==> config.mk <==
export PLATFORM = sky130hd
export DESIGN_NAME = glyph_lcd_streamer
export DESIGN_NICKNAME = d
export VERILOG_FILES = /design/src/rtl/glyph_lcd_pkg.sv /design/src/rtl/lcd_strobe_timer.sv /design/src/rtl/glyph_addr_counter.sv /design/src/rtl/glyph_font_rom.sv /design/src/rtl/glyph_lcd_streamer.sv
export SDC_FILE = /design/constraint.sdc
export NUM_CORES = 1
export LEC_CHECK = 0
export CAP_MARGIN = 30
export CELL_PAD_IN_SITES_DETAIL_PLACEMENT = 1
export CELL_PAD_IN_SITES_GLOBAL_PLACEMENT = 2
export CORE_MARGIN = 3
export CORE_UTILIZATION = 30
export DETAILED_ROUTE_END_ITERATION = 16
export PLACE_DENSITY_LB_ADDON = 0.1
export RECOVER_POWER = 50
export SKIP_CTS_REPAIR_TIMING = 1
export SLEW_MARGIN = 25
export SYNTH_ARGS = -nofsm -noshare
export SYNTH_HDL_FRONTEND = slang
export SYNTH_SLANG_ARGS = --single-unit
==> constraint.sdc <==
create_clock -name clk -period 6.51 [get_ports clk]
set_clock_uncertainty 0.05 [all_clocks]
set_input_delay 0.651 -clock clk [delete_from_list [all_inputs] [get_ports clk]]
set_output_delay 0.651 -clock clk [all_outputs]
set_load 0.03 [all_outputs]
==> src/rtl/glyph_lcd_pkg.sv <==
package glyph_lcd_pkg;

   typedef enum logic [1:0] {
      ST_SETUP,
      ST_WAIT,
      ST_PLACE,
      ST_GLYPH
   } seq_state_t;

   localparam int SETUP_LEN = 4;

   // Display setup commands: 8-bit bus with two lines, display on,
   // cursor advances to the right, clear.
   function automatic logic [7:0] setup_cmd(input logic [1:0] idx);
      logic [7:0] v;
      case (idx)
         2'd0:    v = 8'h38;
         2'd1:    v = 8'h0C;
         2'd2:    v = 8'h06;
         default: v = 8'h01;
      endcase
      return v;
   endfunction

endpackage

==> src/rtl/lcd_strobe_timer.sv <==
module lcd_strobe_timer #(
   parameter int ECYCLE = 80
) (
   input  logic clk,
   input  logic rst,
   input  logic run,
   output logic beat_end,
   output logic strobe
);
   localparam int PH_W    = $clog2(ECYCLE);
   localparam int E_SETUP = ECYCLE / 8;
   localparam int E_HIGH  = ECYCLE / 2;

   logic [PH_W-1:0] phase;

   always_ff @(posedge clk) begin
      if (rst || !run) begin
         phase <= '0;
      end else if (phase == PH_W'(ECYCLE - 1)) begin
         phase <= '0;
      end else begin
         phase <= phase + 1'b1;
      end
   end

   assign beat_end = run && (phase == PH_W'(ECYCLE - 1));
   assign strobe   = run && (phase >= PH_W'(E_SETUP)) && (phase < PH_W'(E_SETUP + E_HIGH));

endmodule

==> src/rtl/glyph_addr_counter.sv <==
module glyph_addr_counter #(
   parameter int CODE_W    = 8,
   parameter int ROWS_LOG2 = 3
) (
   input  logic                          clk,
   input  logic                          rst,
   input  logic                          load,
   input  logic [CODE_W-1:0]             code,
   input  logic                          step,
   output logic [CODE_W+ROWS_LOG2-1:0]   addr,
   output logic                          tc
);
   localparam int ADDR_W = CODE_W + ROWS_LOG2;

   logic [ROWS_LOG2-1:0] row_cnt;

   assign tc = (row_cnt == {ROWS_LOG2{1'b1}});

   // Address counter: loads code * 2**ROWS_LOG2, then increments.
   always_ff @(posedge clk) begin
      if (rst) begin
         addr <= '0;
      end else if (load) begin
         addr <= {code, {ROWS_LOG2{1'b0}}};
      end else if (step && !tc) begin
         addr <= addr + ADDR_W'(1);
      end
   end

   // Byte counter: its terminal count holds both counters.
   always_ff @(posedge clk) begin
      if (rst || load) begin
         row_cnt <= '0;
      end else if (step && !tc) begin
         row_cnt <= row_cnt + 1'b1;
      end
   end

endmodule

==> src/rtl/glyph_font_rom.sv <==
module glyph_font_rom #(
   parameter int CODE_W    = 8,
   parameter int ROWS_LOG2 = 3,
   parameter int DATA_W    = 8
) (
   input  logic                          clk,
   input  logic [CODE_W+ROWS_LOG2-1:0]   addr,
   output logic [DATA_W-1:0]             q
);
   localparam int ADDR_W = CODE_W + ROWS_LOG2;

   logic [CODE_W-1:0]    a_code;
   logic [ROWS_LOG2-1:0] a_row;
   logic [DATA_W-1:0]    font_byte;

   assign a_code    = addr[ADDR_W-1:ROWS_LOG2];
   assign a_row     = addr[ROWS_LOG2-1:0];
   assign font_byte = DATA_W'(a_code) + DATA_W'(a_row * 6'd37);

   always_ff @(posedge clk) begin
      q <= font_byte;
   end

endmodule

==> src/rtl/glyph_lcd_streamer.sv <==
module glyph_lcd_streamer
   import glyph_lcd_pkg::*;
#(
   parameter int CODE_W    = 8,
   parameter int ROWS_LOG2 = 3,
   parameter int DATA_W    = 8,
   parameter int ECYCLE    = 80,
   parameter int COLS      = 16,
   parameter int LINES     = 2
) (
   input  logic              clk,
   input  logic              rst,
   input  logic              in_valid,
   input  logic [CODE_W-1:0] in_code,
   output logic              in_ready,
   output logic              lcd_rs,
   output logic              lcd_rw,
   output logic              lcd_e,
   output logic [DATA_W-1:0] lcd_data
);
   localparam int ADDR_W = CODE_W + ROWS_LOG2;
   localparam int COL_W  = (COLS > 1) ? $clog2(COLS) : 1;
   localparam int IDX_W  = $clog2(SETUP_LEN);

   generate
      if (DATA_W != 8) begin : g_bad_data_w
         $error("glyph_lcd_streamer: DATA_W must be 8");
      end
      if (ECYCLE < 16) begin : g_bad_ecycle
         $error("glyph_lcd_streamer: ECYCLE must be at least 16");
      end
      if (COLS < 1 || COLS > 64) begin : g_bad_cols
         $error("glyph_lcd_streamer: COLS must be 1..64");
      end
      if (LINES < 1 || LINES > 2) begin : g_bad_lines
         $error("glyph_lcd_streamer: LINES must be 1 or 2");
      end
      if (ROWS_LOG2 < 1) begin : g_bad_rows
         $error("glyph_lcd_streamer: ROWS_LOG2 must be at least 1");
      end
   endgenerate

   seq_state_t        state;
   logic [IDX_W-1:0]  setup_idx;
   logic [CODE_W-1:0] code_q;
   logic [COL_W-1:0]  col_q;
   logic              line_q;
   logic              beat_end;
   logic              tc;
   logic [ADDR_W-1:0] rom_addr;
   logic [DATA_W-1:0] rom_q;
   logic              advance;
   logic              col_wrap;
   logic [7:0]        place_cmd;

   assign advance  = (state == ST_GLYPH) && beat_end && tc;
   assign col_wrap = advance && (col_q == COL_W'(COLS - 1));

   lcd_strobe_timer #(.ECYCLE(ECYCLE)) u_timer (
      .clk      (clk),
      .rst      (rst),
      .run      (state != ST_WAIT),
      .beat_end (beat_end),
      .strobe   (lcd_e)
   );

   glyph_addr_counter #(.CODE_W(CODE_W), .ROWS_LOG2(ROWS_LOG2)) u_addr (
      .clk  (clk),
      .rst  (rst),
      .load (state == ST_PLACE),
      .code (code_q),
      .step ((state == ST_GLYPH) && beat_end),
      .addr (rom_addr),
      .tc   (tc)
   );

   glyph_font_rom #(.CODE_W(CODE_W), .ROWS_LOG2(ROWS_LOG2), .DATA_W(DATA_W)) u_rom (
      .clk  (clk),
      .addr (rom_addr),
      .q    (rom_q)
   );

   always_ff @(posedge clk) begin
      if (rst) begin
         state     <= ST_SETUP;
         setup_idx <= '0;
         code_q    <= '0;
      end else begin
         case (state)
            ST_SETUP: if (beat_end) begin
               if (setup_idx == IDX_W'(SETUP_LEN - 1)) state <= ST_WAIT;
               else setup_idx <= setup_idx + 1'b1;
            end
            ST_WAIT: if (in_valid) begin
               code_q <= in_code;
               state  <= ST_PLACE;
            end
            ST_PLACE: if (beat_end) state <= ST_GLYPH;
            default:  if (advance) state <= ST_WAIT;
         endcase
      end
   end

   always_ff @(posedge clk) begin
      if (rst) begin
         col_q <= '0;
      end else if (advance) begin
         col_q <= col_wrap ? '0 : col_q + 1'b1;
      end
   end

   generate
      if (LINES == 2) begin : g_two_lines
         always_ff @(posedge clk) begin
            if (rst) line_q <= 1'b0;
            else if (col_wrap) line_q <= ~line_q;
         end
      end else begin : g_one_line
         assign line_q = 1'b0;
      end
   endgenerate

   assign place_cmd = 8'h80 | {1'b0, line_q, 6'(col_q)};

   always_comb begin
      case (state)
         ST_SETUP: lcd_data = setup_cmd(2'(setup_idx));
         ST_GLYPH: lcd_data = rom_q;
         default:  lcd_data = place_cmd;
      endcase
   end

   assign lcd_rs   = (state == ST_GLYPH);
   assign lcd_rw   = 1'b0;
   assign in_ready = (state == ST_WAIT);

endmodule

==> results.md <==
* Crit end category: output port
* Seq/Total Area, Yosys at 0.358
* Cts bufs inserted at 5
* # rows at 33
* Primary FF master, synth: dfxtp_1
* Kind of critical path: register to output port
* Setup violators final at 0
* WL/cell at 14.8 um
* Global route overflow at 0
* Yosys cell types at 52
* Finished Core Util at 0.358
* CTS tree: built
* Period utilization at 0.464
* Die area at 9720 um2
* Fin Hold WS at 0.414 ns
* Cell Pwr Density at 162 nW/um2
* Leak at 0.00116 uW
* Worst Tran Pin Value at 1.41 ns
* Max-slew violations at 0
* Vias per inst at 4.96
* WHS Endpoint: code_q[1]
* Synth warn at 0
* Fmax at 0.331 GHz
* Post-synth top area share at 0.358
* CTS root buf: clkbuf_8
* Synthesis-stage register bit count at 46
* Hpwl dp at 4650 um
* Clock Tree Buf Depth at 2
* Hold wc startpoint: code_q[1]
* Nets at 353
* Hold Crit Depth at 2
* Reg2reg end: u_addr.addr[8]
* Net count after synthesis at 335
* Starting Density at 0.311
* H-tree Lvls at 2
* Post-Synthesis Cells at 294
* Post-Syn Area per Cell at 8.75 um2
* Final instance area at 2950 um2
* Hold Vio Cnt, Final at 0
* Outcome: finished clean
* Number of synthesized flops with an enable pin at 0
* Ant diodes at 0
* Share of synthesized registers carrying an async set or reset at 0
* Worst R2R Start: state[1]
* Dpl cell area at 2870 um2
* DRT Pass-1 Iters at 4
* Minimum clock period at 3.02 ns
* Cell taking the most area after synthesis: dfxtp_1
* Worst Path Max Fanout at 16
* CTS Sinks at 46
* Setup TNS at 0 ns
* CP required at 5.81 ns
* Layout Cells excl Fill at 418
* Synthesis-to-finish area growth at 14.8%
* Vias in the first global route at 2182
* Remaining antenna violation count at 0
* Worst-Skew Late Latency at 0.30 ns
* R2r worst-path depth at 6
* Most common library cells after synthesis: 46 x dfxtp_1, 31 x nand2_1, 28 x ha_1, 28 x nor2_1, 20 x a21oi_1
* First-pass GRT wire length at 10700 um
* Largest net degree at the start of global routing at 30
* Vias at 2075
* Ports at 23
* Chip width at 98.6 um
* Global placer's final weighted congestion at 0.712
* Max_slew headroom at 0.0600
* Tot GR Track Use at 0.134
* Area contributors post-synth: dfxtp_1 36%, ha_1 14%, nand2_1 4.5%
* Reg-to-reg slack, setup at 3.83 ns
* Peak supply drop at 0.0000693 V
* DRC viols at 0
* RSZ-0062 raised after global routing: false
* MaxCap Viol Count at 0
* Core area at 8260 um2
* Startpoint types: register
* Worst Hold Class: register to register
* Synthesized area at 2570 um2
* IO buf count at 21
* Share of cells above drive strength 1 at 0.0447
* Most common cell in the netlist: dfxtp_1
* Die Ht at 98.6 um
* 1st-iter DRT viols at 40
* DRT Wirelength at 6180 um
* Cell count after placement at 410
* Initial antenna violation count at 0
* Register clock-pin slew on the reported worst setup and hold paths at 0.09 ns
* Critical Path AT at 2.32 ns
==> worst max-delay path, stage by stage (launching register included) <==
cell             delay (ns)
dfxtp_1                0.39
ha_1                   0.57
a22oi_1                0.17
o21ai_0                0.19
clkdlybuf4s50_1        0.69
==> through the flow <==
step | total power [uW] | worst slack (ns)
2_1_floorplan | 299 | 3.50
3_3_place_gp | 307 | 3.85
3_5_place_dp | 307 | 3.81
4_1_cts | 488 | 3.47
5_1_grt | 503 | 3.30
6_report | 477 | 3.49
==> metal layers <==
layer | up-vias | global-route usage | part of all wire
li1 | 1062 | - | -
met4 | 0 | 0.0326 | 0.013
met3 | 8 | 0.0248 | 0.023
met5 | - | 0 | 0
met2 | 19 | 0.219 | 0.44
met1 | 986 | 0.183 | 0.52
==> how the worst max path moves through the flow <==
stage / slack (ns) / to / cells past startpoint / from
after global routing: 3.30 / lcd_data[0] / 4 / state[1]
after detailed placement: 3.81 / lcd_data[0] / 4 / state[1]
after floorplan: 3.50 / lcd_e / 3 / state[1]
after CTS: 3.47 / lcd_data[0] / 4 / state[0]
final: 3.49 / lcd_data[0] / 4 / state[1]
after global placement: 3.85 / lcd_data[0] / 4 / state[0]
==> area by class of cell <==
class,count,area (um2)
fill,995,5310
clock inverter,2,13.8
tap,105,131
timing repair buffer,23,221
clock buffer,6,72.6
multi-input combinational,219,1530
sequential,46,921
inverter,17,63.8
==> flip-flops by register name, indices dropped and copies added (netlist names) <==
register / count
u_rom.q: 8
line_q: 1
state: 2
u_timer.phase: 7
u_addr.row_cnt: 3
code_q: 8
setup_idx: 2
u_addr.addr: 11
col_q: 4
==> cell families after synthesis <==
| logic type | count (synthesis) | share of synthesized area |
|---|---|---|
| and+or+nand+nor | 102 | 0.204 |
| AOI/OAI and AO/OA | 62 | 0.153 |
| DFF | 46 | 0.358 |
| adders and majority gates | 30 | 0.152 |
| buffers and inverters | 29 | 0.0467 |
| xor gates and xnor gates | 18 | 0.0613 |
| muxes | 6 | 0.0234 |
| other | 1 | 0.00146 |
==> power by group <==
part | total (uW) | internal (uW) | switching (uW)
combinational | 15.1 | 7.82 | 7.29
sequential | 285 | 283 | 1.96
clock | 178 | 76.0 | 102
==> cell usage in the layout, fill, tap and decap left out, types with 3 or more instances in the layout <==
master            n
a211oi_1          6
dfxtp_1          46
nand2_1          31
a22oi_1           3
nand4_1           3
xnor2_1          11
o21ai_0          14
clkbuf_8          5
clkdlybuf4s50_1  20
nor2_1           28
inv_1            17
and3_1            3
nand4b_1          3
xor2_1            7
a21oi_1          20
o21a_1            3
ha_1             28
mux2i_1           6
nand3_1           9
or3_1             6
(Power assumes the default switching activity.)
